[config.mk]
export PLATFORM = sky130hd
export DESIGN_NAME = inorder_rtn_buf
export DESIGN_NICKNAME = d
export VERILOG_FILES = /design/src/rtl/inorder_rtn_pkg.sv /design/src/rtl/inorder_rtn_ctrl.sv /design/src/rtl/inorder_rtn_dpath.sv /design/src/rtl/inorder_rtn_buf.sv
export SDC_FILE = /design/constraint.sdc
export NUM_CORES = 1
export LEC_CHECK = 0
export ABC_AREA = 1
export BUFFER_PORTS_ARGS = -buffer_cell sky130_fd_sc_hd__buf_2
export CAP_MARGIN = 15
export CORE_MARGIN = 3
export CORE_UTILIZATION = 55
export DETAILED_ROUTE_END_ITERATION = 8
export GPL_TIMING_DRIVEN = 0
export PLACE_DENSITY = 0.74
export REMOVE_ABC_BUFFERS = 1
export SLEW_MARGIN = 30
export SYNTH_ARGS = -nofsm -noshare
export SYNTH_HDL_FRONTEND = slang
export SYNTH_HIERARCHICAL = 1
export SYNTH_SLANG_ARGS = --single-unit
[constraint.sdc]
create_clock -name clk -period 5.5 [get_ports clk]
set_input_delay 0.275 -clock clk [delete_from_list [all_inputs] [get_ports clk]]
set_output_delay 0.275 -clock clk [all_outputs]
set_load 0.01 [all_outputs]
[src/rtl/inorder_rtn_pkg.sv]
package inorder_rtn_pkg;
  localparam int RTN_DEPTH = 8;
  localparam int RTN_CH    = 4;
  localparam int RTN_DW    = 16;
  localparam int TAG_W     = $clog2(RTN_DEPTH);
  localparam int CNT_W     = $clog2(RTN_DEPTH + 1);
  localparam int LANE_W    = $clog2(RTN_CH + 1);

  typedef logic [TAG_W-1:0] tag_t;

  // Strobes from control to datapath
  typedef struct packed {
    logic              wrEn;
    tag_t              wrIdx;
    tag_t              headIdx;
    logic [LANE_W-1:0] relCount;
  } dp_strobe_t;
endpackage

[src/rtl/inorder_rtn_ctrl.sv]
module inorder_rtn_ctrl
  import inorder_rtn_pkg::*;
(
  input  logic       clk,
  input  logic       rstN,
  input  logic       reqValid,
  output logic       reqReady,
  output tag_t       reqTag,
  input  logic       cplValid,
  input  tag_t       cplTag,
  output logic       cplError,
  output dp_strobe_t strobe
);
  tag_t                 headPtr;
  tag_t                 tailPtr;
  logic [CNT_W-1:0]     held;
  logic [RTN_DEPTH-1:0] allocBits;
  logic [RTN_DEPTH-1:0] doneBits;
  logic                 errQ;
  logic                 accept;
  logic                 cplOk;
  logic [LANE_W-1:0]    relCnt;

  assign reqReady = (held != CNT_W'(RTN_DEPTH));
  assign reqTag   = tailPtr;
  assign accept   = reqValid & reqReady;
  assign cplOk    = cplValid & allocBits[cplTag] & ~doneBits[cplTag];
  assign cplError = errQ;

  // Count the gap-free completed entries starting at the head
  always_comb begin
    logic stop;
    tag_t scanIdx;
    relCnt = '0;
    stop   = 1'b0;
    for (int i = 0; i < RTN_CH; i++) begin
      scanIdx = headPtr + TAG_W'(i);
      if (!stop && doneBits[scanIdx]) relCnt = relCnt + 1'b1;
      else stop = 1'b1;
    end
  end

  always_ff @(posedge clk) begin
    if (!rstN) begin
      headPtr   <= '0;
      tailPtr   <= '0;
      held      <= '0;
      allocBits <= '0;
      doneBits  <= '0;
      errQ      <= 1'b0;
    end else begin
      if (accept) begin
        allocBits[tailPtr] <= 1'b1;
        doneBits[tailPtr]  <= 1'b0;
        tailPtr            <= tailPtr + 1'b1;
      end
      if (cplOk) doneBits[cplTag] <= 1'b1;
      for (int i = 0; i < RTN_CH; i++) begin
        if (LANE_W'(i) < relCnt) begin
          allocBits[headPtr + TAG_W'(i)] <= 1'b0;
          doneBits[headPtr + TAG_W'(i)]  <= 1'b0;
        end
      end
      headPtr <= headPtr + TAG_W'(relCnt);
      held    <= held + CNT_W'(accept) - CNT_W'(relCnt);
      errQ    <= cplValid & ~cplOk;
    end
  end

  always_comb begin
    strobe.wrEn     = cplOk;
    strobe.wrIdx    = cplTag;
    strobe.headIdx  = headPtr;
    strobe.relCount = relCnt;
  end

  p_no_overflow_r3: assert property (@(posedge clk) disable iff (!rstN)
    held <= CNT_W'(RTN_DEPTH));

  p_tag_hold_r3: assert property (@(posedge clk) disable iff (!rstN)
    (reqValid && !reqReady) |=> $stable(tailPtr));

  p_release_alloc_r8: assert property (@(posedge clk) disable iff (!rstN)
    (relCnt != '0) |-> allocBits[headPtr]);

  p_err_source_r7: assert property (@(posedge clk) disable iff (!rstN)
    cplError |-> $past(cplValid));
endmodule

[src/rtl/inorder_rtn_dpath.sv]
module inorder_rtn_dpath
  import inorder_rtn_pkg::*;
(
  input  logic                     clk,
  input  logic                     rstN,
  input  dp_strobe_t               strobe,
  input  logic [RTN_DW-1:0]        cplData,
  output logic [RTN_CH-1:0]        outValid,
  output logic [RTN_CH*RTN_DW-1:0] outData
);
  logic [RTN_DW-1:0] store [RTN_DEPTH];

  always_ff @(posedge clk) begin
    if (strobe.wrEn) store[strobe.wrIdx] <= cplData;
  end

  for (genvar ch = 0; ch < RTN_CH; ch++) begin : g_lane
    logic laneHit;
    assign laneHit = (LANE_W'(ch) < strobe.relCount);
    always_ff @(posedge clk) begin
      if (!rstN) begin
        outValid[ch]                  <= 1'b0;
        outData[ch*RTN_DW +: RTN_DW]  <= '0;
      end else begin
        outValid[ch]                  <= laneHit;
        outData[ch*RTN_DW +: RTN_DW]  <= laneHit ? store[strobe.headIdx + TAG_W'(ch)] : '0;
      end
    end
  end

  p_lanes_packed_r5: assert property (@(posedge clk) disable iff (!rstN)
    ((outValid + 1'b1) & outValid) == '0);
endmodule

[src/rtl/inorder_rtn_buf.sv]
module inorder_rtn_buf
  import inorder_rtn_pkg::*;
(
  input  logic                     clk,
  input  logic                     rstN,
  input  logic                     rdReqValid,
  output logic                     rdReqReady,
  output logic [TAG_W-1:0]         rdReqTag,
  input  logic                     cplValid,
  input  logic [TAG_W-1:0]         cplTag,
  input  logic [RTN_DW-1:0]        cplData,
  output logic                     cplError,
  output logic [RTN_CH-1:0]        rdValid,
  output logic [RTN_CH*RTN_DW-1:0] rdData
);
  dp_strobe_t strobe;

  inorder_rtn_ctrl u_ctrl (
    .clk      (clk),
    .rstN     (rstN),
    .reqValid (rdReqValid),
    .reqReady (rdReqReady),
    .reqTag   (rdReqTag),
    .cplValid (cplValid),
    .cplTag   (cplTag),
    .cplError (cplError),
    .strobe   (strobe)
  );

  inorder_rtn_dpath u_dpath (
    .clk      (clk),
    .rstN     (rstN),
    .strobe   (strobe),
    .cplData  (cplData),
    .outValid (rdValid),
    .outData  (rdData)
  );
endmodule

==> metrics.txt, run 1 <==
run status=finished, final reports clean; proportion of layout cells with a drive suffix above 1=between 10% and 20%; maximum capacitance violations=0; Post-Syn Instances=1486; largest stage delay on the critical path=0.81 ns; count of flip-flops with a built-in enable after synthesis=128; clock root buffer master=clkbuf_16; routed vias/inst=around 5.6; worst max-slew margin expressed relative to the limit=a little under a third; setup repair after global routing missed its margin=no; cell breakdown of the critical path=inv_1 > ha_1 > inv_1 > nand3_1 > nand2_1 > nand2_2 > nand2_2 > nand2_4 > inv_6 > ha_1 > nand3_4 > inv_2 > nand2_2 > nand2_1 > inv_1 > a21oi_1; placed cell count=1788; maximum buffer depth of the clock tree=3; largest area contributor in the synthesized netlist=edfxtp_1; worst-path cell with the longest stage delay=inv_1; DRC=0; required time reported for the critical path endpoint=around 5.8 ns; hold_buf cts=0; final critical-path required period=just under 5 ns; leakage power total=about 0.0059 µW; Core Region=20360 µm²; final hold viol count=0; count of placed standard cells in the final layout, fillers left out=between 1500 and 2000; share of async-settable or async-resettable flops after synthesis=0%; Max FO, Critical Path=19; area of the die=about 23000 µm²; area of the mapped netlist=between 10000 and 15000 µm²; register area share after synthesis=between 50% and 60%; Post-DRT Antenna Nets=0; mean routed wirelength per cell=~17 µm; Horiz. Die Dim=between 150 and 200 µm; cell row count=52; number of global-route vias before repair=9422; type of destination of the critical path=flop; starting density of the core=56.27%; number of warnings reported in the yosys synthesis log=6; height of the die=between 150 and 200 µm; pwr/cell area=333.2 nW/µm²; growth of design area from synthesis to finish=14.85%; leading post-synthesis cells by instance count=606 x nand2_1, 247 x nand3_1, 128 x edfxtp_1, 101 x nor2_1, 95 x dfxtp_1; Setup Skew=0.01410 ns; Detailed Place HPWL=between 15 and 20 mm; clock latency on the worst-skew pair=0.51 ns; primary flip-flop cell chosen by synthesis mapping=edfxtp_1; count of input and output buffers=95; Iter 0 DRT Violations=965; highest achievable clock rate=about 210 MHz; Worst Path Class, Setup=flop to flop; worst path bufs/invs=5; largest voltage drop on the vdd net=approximately 0.25 mV; pre-CTS setup slack=0.7392 ns; share of the synthesized area in the top cell type=33.54%; path class of the lowest-slack min-delay path=input pin to flop; number of antenna violations at the first check in global routing=1; count of clock tree sinks=between 200 and 250; buffer count from post-CTS setup fixing=0; clock transition time at the flip-flop clock pins of the worst setup and hold paths=around 0.060 ns; Resized cells post-CTS=0; synthesized flop and latch total=around 220; first-pass iteration count of the detailed router=6; pin count of the biggest net entering global routing=between 80 and 90; CP delay by family, top=buffers and inverters; total count of max-transition violations in the final report=0; total number of vias=about 10000; endpoint of the lowest-slack register-to-register path=u_dpath/outData[29]$_SDFF_PN0_; Hold Path Origin=cplValid; source of the worst register-to-register timing path=u_ctrl/headPtr[1]$_SDFF_PN0_; Overall Global Routing Usage=26.63%; overflow left after global routing=0; # nets final=between 1500 and 2000; slack of the worst reg-to-reg path=roughly 0.7 ns; average cell area after synthesis=a little under 8 µm²; Final Wtd Congestion=0.9495; CTS tree=yes; post-synth cell types=38; final setup vio count=0; top cells by area, synth=edfxtp_1 34%, nand2_1 20%, dfxtp_1 17%; final standard cell utilization of the core=64.63%; IO Count=between 90 and 100; CP Data Arrival Time=slightly above 5 ns; end point of the worst hold path=u_ctrl/cplError$_SDFF_PN0_; final wirelength=roughly 30 mm; Final Power=around 4400 µW; clock buffer count from CTS=25; hold depth=3; top-count cell post-synth=nand2_1; sort of element at the start of the critical path=flop; Tightest Pin Transition=slightly above 1 ns; cell depth of the worst flop-to-flop path=16; first-pass GRT wire length=between 40 and 50 mm; Tcrit/Tclk final=between 80 and 90%; maximum level of the CTS H-tree=1; smallest setup slack after layout=around 0.70 ns
routing by layer:
layer | share of wire (%) | wire (µm) | GRT usage [%]
met2 | 47 | 14220 | 45.01
met3 | 11 | 3301 | 4.425
met4 | 3.8 | 1150 | 11.25
met1 | 39 | 11710 | 33.94
met5 | 0.039 | 12 | 0
kinds of logic after synthesis:
logic type	count (synthesis)	share of synthesized area (%)
buffers and inverters	152	6.212
adders and majority gates	19	2.205
xor gates and xnor gates	5	0.3822
and+or+nand+nor	1008	37.44
AOI/OAI and AO/OA	79	3.625
DFF	223	50.14
registers in the layout, indices dropped and copies added (netlist names):
signal	count
u_dpath/store	128
u_dpath/outData	64
u_ctrl/allocBits	8
u_ctrl/doneBits	8
u_ctrl/held	4
u_dpath/outValid	4
u_ctrl/headPtr	3
u_ctrl/reqTag	3
u_ctrl/cplError	1
power by group:
part | internal (µW) | leakage, µW | total [µW] | switching (µW)
sequential | 1800 | 0.00192 | 1830 | 30.5
clock | 994 | 0.000410 | 1630 | 632
combinational | 297 | 0.00355 | 934 | 637
layout by cell type, fill, tap and decap left out, drive strengths merged, types with 3 or more instances in the layout:
cell,n
o21bai,3
ha,17
nand4,10
nand3,256
clkinv,9
buf,111
nand2,622
xor2,3
clkbuf,33
dfxtp,95
inv,73
edfxtp,128
a21oi,41
nor2,114
o21ai,32
worst min-delay path, cell delays in order:
cell and delay [ns]:
buf_2 0.09, nand3_1 0.07, inv_1 0.05
how the worst max path moves through the flow:
stage / end / start / cells after the start
floorplan: u_dpath/outData[48]$_SDFF_PN0_ / u_ctrl/headPtr[0]$_SDFF_PN0_ / 6
global placement: u_dpath/outData[49]$_SDFF_PN0_ / u_ctrl/headPtr[0]$_SDFF_PN0_ / 6
detailed placement: u_dpath/outData[29]$_SDFF_PN0_ / u_ctrl/headPtr[1]$_SDFF_PN0_ / 16
CTS: u_dpath/outData[29]$_SDFF_PN0_ / u_ctrl/headPtr[1]$_SDFF_PN0_ / 16
global route: u_dpath/outData[17]$_SDFF_PN0_ / u_ctrl/headPtr[1]$_SDFF_PN0_ / 16
finish: u_dpath/outData[29]$_SDFF_PN0_ / u_ctrl/headPtr[1]$_SDFF_PN0_ / 16
metrics by stage:
stage / setup TNS [ns] / hold slack (ns) / area (µm²)
global route: 0 / 0.03310 / 13160
detailed placement: 0 / 0.5095 / 12340
global placement: -409.21 / 0.5009 / 11840
finish: 0 / 0.001236 / 13160
floorplan: -119.17 / 0.3685 / 11030
CTS: 0 / 0.0009482 / 13160
area by class of cell:
type | count | area, µm²
inverter | 73 | 289.0
antenna | 1 | 2.502
sequential | 223 | 5749
fill | 1726 | 7203
tap | 270 | 337.8
clock buffer | 33 | 706.9
clock inverter | 12 | 112.6
multi-input combinational | 1111 | 5110
timing repair buffer | 111 | 853.3
No activity file was read; power rests on OpenSTA's default activity.
==> run 2: changes to the inputs <==
--- a/config.mk
+++ b/config.mk
@@ -6,13 +6,13 @@
 export NUM_CORES = 1
 export LEC_CHECK = 0
 export ABC_AREA = 1
-export BUFFER_PORTS_ARGS = -buffer_cell sky130_fd_sc_hd__buf_2
 export CAP_MARGIN = 15
 export CORE_MARGIN = 3
-export CORE_UTILIZATION = 55
+export CORE_UTILIZATION = 38
 export DETAILED_ROUTE_END_ITERATION = 8
+export DONT_BUFFER_PORTS = 1
 export GPL_TIMING_DRIVEN = 0
-export PLACE_DENSITY = 0.74
+export PLACE_DENSITY = 0.57
 export REMOVE_ABC_BUFFERS = 1
 export SLEW_MARGIN = 30
 export SYNTH_ARGS = -nofsm -noshare
==> metrics.txt, run 2 (synthesis results as in run 1) <==
run status=finished, final reports clean (unchanged); DRC=0 (unchanged); number of antenna violations at the first check in global routing=1 (unchanged); Iter 0 DRT Violations=988 (was 965); final standard cell utilization of the core=44.65% (was 64.63%); smallest setup slack after layout=0.4168 ns (was 0.6970 ns); type of destination of the critical path=flop (unchanged); required time reported for the critical path endpoint=5.85 ns (was 5.83 ns); Largest Register=u_dpath/store (unchanged); internal power=3138 µW (was 3086 µW); Tcrit/Tclk final=92.42% (was 87.33%); Final Wtd Congestion=0.8576 (was 0.9495); final wirelength=31.63 mm (was 30.39 mm); maximum level of the CTS H-tree=1 (unchanged); first-pass iteration count of the detailed router=6 (unchanged); # nets final=1514 (was 1587); maximum buffer depth of the clock tree=3 (unchanged); growth of design area from synthesis to finish=13.95% (was 14.85%); part of the power in combinational logic=20.1% (was 21.3%); Resized cells post-CTS=0 (unchanged); Tightest Pin Transition=1.003 ns (was 1.034 ns); final critical-path required period=5.083 ns (was 4.803 ns); Max FO, Critical Path=54 (was 19); worst max-slew margin expressed relative to the limit=32.98% (was 30.88%); proportion of layout cells with a drive suffix above 1=7.703% (was 13.69%); hold_buf cts=20 (was 0); highest achievable clock rate=196.7 MHz (was 208.2 MHz); Core Region=29250 µm² (was 20360 µm²); largest stage delay on the critical path=0.81 ns (about the same); pwr/cell area=342.6 nW/µm² (was 333.2 nW/µm²); Sequential Area=5749 µm² (unchanged); Setup Skew=0.02039 ns (was 0.01410 ns); routed vias/inst=5.280 (was 5.648); post-route setup TNS=0 ns (unchanged); clock transition time at the flip-flop clock pins of the worst setup and hold paths=0.05 ns (was 0.06 ns); total number of vias=9910 (was 10358); registers with the most flip-flops=u_dpath/store: 128 flops, u_dpath/outData: 64 flops (unchanged); maximum capacitance violations=0 (unchanged); final setup vio count=0 (unchanged); overflow left after global routing=0 (unchanged); path class of the lowest-slack min-delay path=input pin to flop (unchanged); area of the die=32280 µm² (was 22600 µm²); pin count of the biggest net entering global routing=76 (was 81); Post-DRT Antenna Nets=0 (unchanged); Worst Path Class, Setup=flop to flop (unchanged); sort of element at the start of the critical path=flop (unchanged); clock buffer count from CTS=27 (was 25); pre-CTS setup slack=0.4919 ns (was 0.7392 ns); fill count=2798 (was 1726); setup repair after global routing missed its margin=no (unchanged); cell row count=62 (was 52); number of antenna repair diodes=0 (was 1); number of global-route vias before repair=9085 (was 9422); cell breakdown of the critical path=buf_12 > inv_4 > ha_1 > inv_1 > nand3_1 > nand2_1 > nand2_2 > nand2_2 > nand2_4 > inv_6 > ha_1 > nand3_4 > inv_2 > nand2_2 > nand2_1 > inv_1 > a21oi_1 (was inv_1 > ha_1 > inv_1 > nand3_1 > nand2_1 > nand2_2 > nand2_2 > nand2_4 > inv_6 > ha_1 > nand3_4 > inv_2 > nand2_2 > nand2_1 > inv_1 > a21oi_1); CTS tree=yes (unchanged); switching power as a share of total power=29.87% (was 29.63%); number of flip-flops under the largest register name=128 (unchanged); final hold viol count=0 (unchanged); count of clock tree sinks=223 (unchanged); CP Data Arrival Time=5.44 ns (was 5.13 ns); starting density of the core=39.18% (was 56.27%); clock latency on the worst-skew pair=0.55 ns (was 0.51 ns); area used by multi-input combinational logic=5110 µm² (unchanged); largest voltage drop on the vdd net=0.2242 mV (was 0.2549 mV); mean routed wirelength per cell=16.85 µm (was 16.57 µm); first-pass GRT wire length=49.42 mm (was 47.34 mm); net switching component of the power=1337 µW (was 1299 µW); sequential cell fraction of total power=41.2% (was 41.6%); total count of max-transition violations in the final report=0 (unchanged); clock share of power=38.6% (was 37.1%); most common cell type on the critical path=nand2_2; height of the die=179.7 µm (was 150.3 µm); Overall Global Routing Usage=18.92% (was 26.63%); IO Count=96 (unchanged); Detailed Place HPWL=19.96 mm (was 19.08 mm); leakage power total=0.005479 µW (was 0.005879 µW); count of input and output buffers=0 (was 95); Horiz. Die Dim=179.7 µm (was 150.3 µm); worst-path cell with the longest stage delay=inv_1 (unchanged); most frequent cells in the layout=605 x nand2_1, 247 x nand3_1, 128 x edfxtp_1 (unchanged); clock root buffer master=clkbuf_16 (unchanged); most common cell after layout, fill and taps aside=nand2_1 (unchanged); slack of the worst reg-to-reg path=0.42 ns (was 0.70 ns); buffer count from post-CTS setup fixing=0 (unchanged)
-- run 2: cell types whose count changed in the layout (fill, tap and decap cells not counted), sizes merged --
cell / change
buf: -95
dlygate4sd3: +20
clkinv: +4
bufinv: +1
clkbuf: -1
diode: -1
inv: +1
-- run 2: worst paths after layout --
path / from / end / depth (start not counted)
setup / recovery: u_ctrl/headPtr[0]$_SDFF_PN0_ / u_dpath/outData[28]$_SDFF_PN0_ / 17
hold / removal: rdReqValid / u_ctrl/reqTag[1]$_SDFFE_PN0N_ / 2
setup reg to reg: u_ctrl/headPtr[0]$_SDFF_PN0_ / u_dpath/outData[28]$_SDFF_PN0_ / 17
hold reg to reg: u_ctrl/reqTag[0]$_SDFFE_PN0N_ / u_ctrl/reqTag[0]$_SDFFE_PN0N_ / 2
-- run 2: routing by layer --
layer | vias to the layer above | share of wire, % | track usage [%]
li1 | 4852 | - | -
met1 | 4572 | 42 | 24.95
met2 | 400 | 47 | 31.28
met3 | 84 | 8.0 | 3.577
met4 | 2 | 3.4 | 6.652
met5 | - | 0.041 | 0
-- run 2: worst max-delay path, delay by kind of cell, from the launching register on --
family	cells	cell delay, ns
flip-flops	1	0.71
AO/OA/AOI/OAI	1	0.21
AND/OR/NAND/NOR	8	1.46
buffers and inverters	6	1.71
adder cells (fa/ha/maj)	2	0.76
-- run 2: layout make-up --
| cell class | instances | area share, % |
|---|---|---|
| clock inverter | 18 | 1.341 |
| clock buffer | 32 | 5.394 |
| inverter | 73 | 2.213 |
| tap | 384 | 3.679 |
| timing repair buffer | 36 | 4.216 |
| sequential | 223 | 44.03 |
| multi-input combinational | 1111 | 39.13 |
-- run 2: through the flow --
stage | hold slack (ns) | cell area, µm² | total power, µW | instances
after floorplan | 0.3685 | 11030 | 2529 | 1407
after global placement | 0.3742 | 11510 | 2744 | 1791
after detailed placement | 0.3742 | 11980 | 2744 | 1807
after CTS | 0.007967 | 13060 | 4511 | 1877
after global routing | 0.03071 | 13060 | 4717 | 1877
final | 0.02762 | 13060 | 4475 | 1877
-- run 2: power groups by stage --
stage,combinational [µW],sequential [µW],clock (µW)
after floorplan,636,1890,0
after global placement,824,1920,0
after detailed placement,865,1880,0
after CTS,893,1840,1780
after global routing,1020,1850,1850
final,901,1840,1730
==> run 3: changes to the inputs <==
--- a/config.mk
+++ b/config.mk
@@ -7,7 +7,6 @@
 export LEC_CHECK = 0
 export ABC_AREA = 1
 export CAP_MARGIN = 15
-export CORE_MARGIN = 3
 export CORE_UTILIZATION = 38
 export DETAILED_ROUTE_END_ITERATION = 8
 export DONT_BUFFER_PORTS = 1
==> metrics.txt, run 3 (synthesis results as in run 1) <==
most frequent cells in the layout=605 x nand2_1, 247 x nand3_1, 128 x edfxtp_1 (unchanged); largest voltage drop on the vdd net=0.2179 mV (was 0.2242 mV); CTS tree=yes (unchanged); Cell Area, Placed=12060 µm² (was 11980 µm²); worst max-slew margin expressed relative to the limit=34.12% (was 32.98%); proportion of layout cells with a drive suffix above 1=8.249% (was 7.703%); worst path bufs/invs=4 (was 6); clock latency on the worst-skew pair=0.54 ns (was 0.55 ns); registers with the most flip-flops=u_dpath/store: 128 flops, u_dpath/outData: 64 flops (unchanged); Iter 0 DRT Violations=962 (was 988); fill count=2984 (was 2798); pin count of the biggest net entering global routing=101 (was 76); Setup Skew=0.02461 ns (was 0.02039 ns); height of the die=175.7 µm (was 179.7 µm); final critical-path required period=5.105 ns (was 5.083 ns); Detailed Place HPWL=19.99 mm (was 19.96 mm); total routed wire length on the met1 layer=13.82 mm (was 13.28 mm); first-pass iteration count of the detailed router=5 (was 6); Core Region=29640 µm² (was 29250 µm²); final hold viol count=0 (unchanged); Horiz. Die Dim=175.7 µm (was 179.7 µm); Final Wtd Congestion=0.8283 (was 0.8576); worst-path cell with the longest stage delay=dfxtp_1 (was inv_1); total length of routed met2 wires=14.46 mm (was 14.73 mm); cell row count=63 (was 62); maximum level of the CTS H-tree=1 (unchanged); number of antenna violations at the first check in global routing=1 (unchanged); number of flip-flops under the largest register name=128 (unchanged); # nets final=1512 (was 1514); overflow left after global routing=0 (unchanged); total count of max-transition violations in the final report=0 (unchanged); Worst Path Class, Setup=flop to flop (unchanged); total number of vias=9891 (was 9910); pwr/cell area=337.3 nW/µm² (was 342.6 nW/µm²); Max FO, Critical Path=18 (was 54); final setup vio count=0 (unchanged); path class of the lowest-slack min-delay path=input pin to flop (unchanged); final instance area=13100 µm² (was 13060 µm²); Tightest Pin Transition=0.9858 ns (was 1.003 ns); count of placed standard cells in the final layout, fillers left out=1881 (was 1877); setup repair after global routing missed its margin=no (unchanged); WP depth=15 (was 17); mean routed wirelength per cell=16.89 µm (was 16.85 µm); sort of element at the start of the critical path=flop (unchanged); Overall Global Routing Usage=20.58% (was 18.92%); largest stage delay on the critical path=0.73 ns (was 0.81 ns); wire length on met3=2.607 mm (was 2.515 mm); count of clock tree sinks=223 (unchanged); most common cell type on the critical path=nand2_1 (was nand2_2); final wirelength=31.77 mm (was 31.63 mm); clock buffer count from CTS=27 (unchanged); number of global-route vias before repair=8888 (was 9085); maximum buffer depth of the clock tree=3 (unchanged); growth of design area from synthesis to finish=14.30% (was 13.95%); routed vias/inst=5.258 (was 5.280); Tcrit/Tclk final=92.81% (was 92.42%); leakage power total=0.005500 µW (was 0.005479 µW); DRC=0 (unchanged); hold depth=5 (was 2); run status=finished, final reports clean (unchanged); Final Power=4418 µW (was 4475 µW); CP delay by family, top=simple AND/OR/NAND/NOR gates (was buffers and inverters); uppermost layer routed=met5 (unchanged); clock root buffer master=clkbuf_16 (unchanged); pre-CTS setup slack=0.5273 ns (was 0.4919 ns); first-pass GRT wire length=48.88 mm (was 49.42 mm); area of the die=30860 µm² (was 32280 µm²); IO Count=96 (unchanged); required time reported for the critical path endpoint=5.90 ns (was 5.85 ns); smallest setup slack after layout=0.3952 ns (was 0.4168 ns); Post-DRT Antenna Nets=0 (unchanged); placed cell count=1813 (was 1807); count of input and output buffers=0 (unchanged); Largest Register=u_dpath/store (unchanged); maximum capacitance violations=0 (unchanged); cell breakdown of the critical path=inv_1 > ha_1 > inv_1 > nand3_1 > nand2_1 > nand2_1 > nand2_2 > a21oi_1 > ha_1 > nand3_4 > inv_2 > nand2_2 > nand2_1 > clkinvlp_4 > a21oi_1 (was buf_12 > inv_4 > ha_1 > inv_1 > nand3_1 > nand2_1 > nand2_2 > nand2_2 > nand2_4 > inv_6 > ha_1 > nand3_4 > inv_2 > nand2_2 > nand2_1 > inv_1 > a21oi_1); clock transition time at the flip-flop clock pins of the worst setup and hold paths=0.05 ns (about the same); type of destination of the critical path=flop (unchanged); cell depth of the worst flop-to-flop path=15 (was 17); number of antenna repair diodes=0 (unchanged); highest achievable clock rate=195.9 MHz (was 196.7 MHz); most common cell after layout, fill and taps aside=nand2_1 (unchanged); starting density of the core=38.67% (was 39.18%); CP Data Arrival Time=5.51 ns (was 5.44 ns)
-- run 3: changes by cell type in the layout (fill, tap and decap cells not counted), moves of 3 or more --
cell | previous run | this run
bufinv_16 | 3 | 0
buf_16 | 8 | 14
buf_8 | 6 | 0
clkinv_1 | 9 | 1
clkbuf_8 | 1 | 6
inv_6 | 2 | 5
-- run 3: worst register-to-register path, stage by stage, from the launching register on --
cell and delay (ns):
dfxtp_1 0.73, inv_1 0.36, ha_1 0.55, inv_1 0.21
nand3_1 0.13, nand2_1 0.05, nand2_1 0.07, nand2_2 0.08
a21oi_1 0.23, ha_1 0.30, nand3_4 0.18, inv_2 0.18
nand2_2 0.42, nand2_1 0.45, clkinvlp_4 0.58, a21oi_1 0.48
-- run 3: path summary, 6_finish.rpt --
| check | start | endpoint | slack (ns) |
|---|---|---|---|
| max | u_ctrl/headPtr[1]$_SDFF_PN0_ | u_dpath/outData[30]$_SDFF_PN0_ | 0.40 |
| min | cplTag[2] | u_ctrl/doneBits[1]$_SDFF_PN0_ | 0.03 |
| max reg2reg | u_ctrl/headPtr[1]$_SDFF_PN0_ | u_dpath/outData[30]$_SDFF_PN0_ | 0.40 |
| min reg2reg | u_ctrl/reqTag[0]$_SDFFE_PN0N_ | u_ctrl/reqTag[0]$_SDFFE_PN0N_ | 0.57 |
-- run 3: area by class of cell --
cell class	instances	area [µm²]	share of cell area (%)
clock inverters	10	61.31	0.4680
clock buffers	40	792.0	6.046
well taps	390	488.0	3.725
flip-flops and latches	223	5749	43.89
repair buffers	34	605.6	4.623
multi-input cells	1111	5110	39.01
inverters	73	292.8	2.235
-- run 3: report_power, final --
part	total (µW)	switching (µW)	leakage [µW]	internal, µW
clock network	1670	679	0.000430	996
registers	1850	49.3	0.00192	1800
logic	897	607	0.00315	290
total	4420	1340	0.00550	3080
-- run 3: timing repair --
action                                 4_1_cts  5_1_grt
setup endpoints to repair                    0       12
endpoints found under the hold margin      153        0
hold buffers                                18        0
resized for setup                            0        1
buffers inserted                             0        0
-- run 3: metal layers --
metal | vias up | track usage [%]
met5 | - | 0
met4 | 2 | 7.029
met3 | 68 | 3.247
met2 | 402 | 33.07
met1 | 4585 | 28.07
li1 | 4834 | -
-- run 3: through the flow --
stage / hold WS (ns) / TNS (ns) / utilization, %
final: 0.02943 / 0 / 44.20
after CTS: 0.001724 / 0 / 44.18
after global placement: 0.3743 / -450.88 / 38.86
after global routing: 0.03102 / 0 / 44.20
after floorplan: 0.3685 / -119.17 / -
after detailed placement: 0.3743 / 0 / 40.70
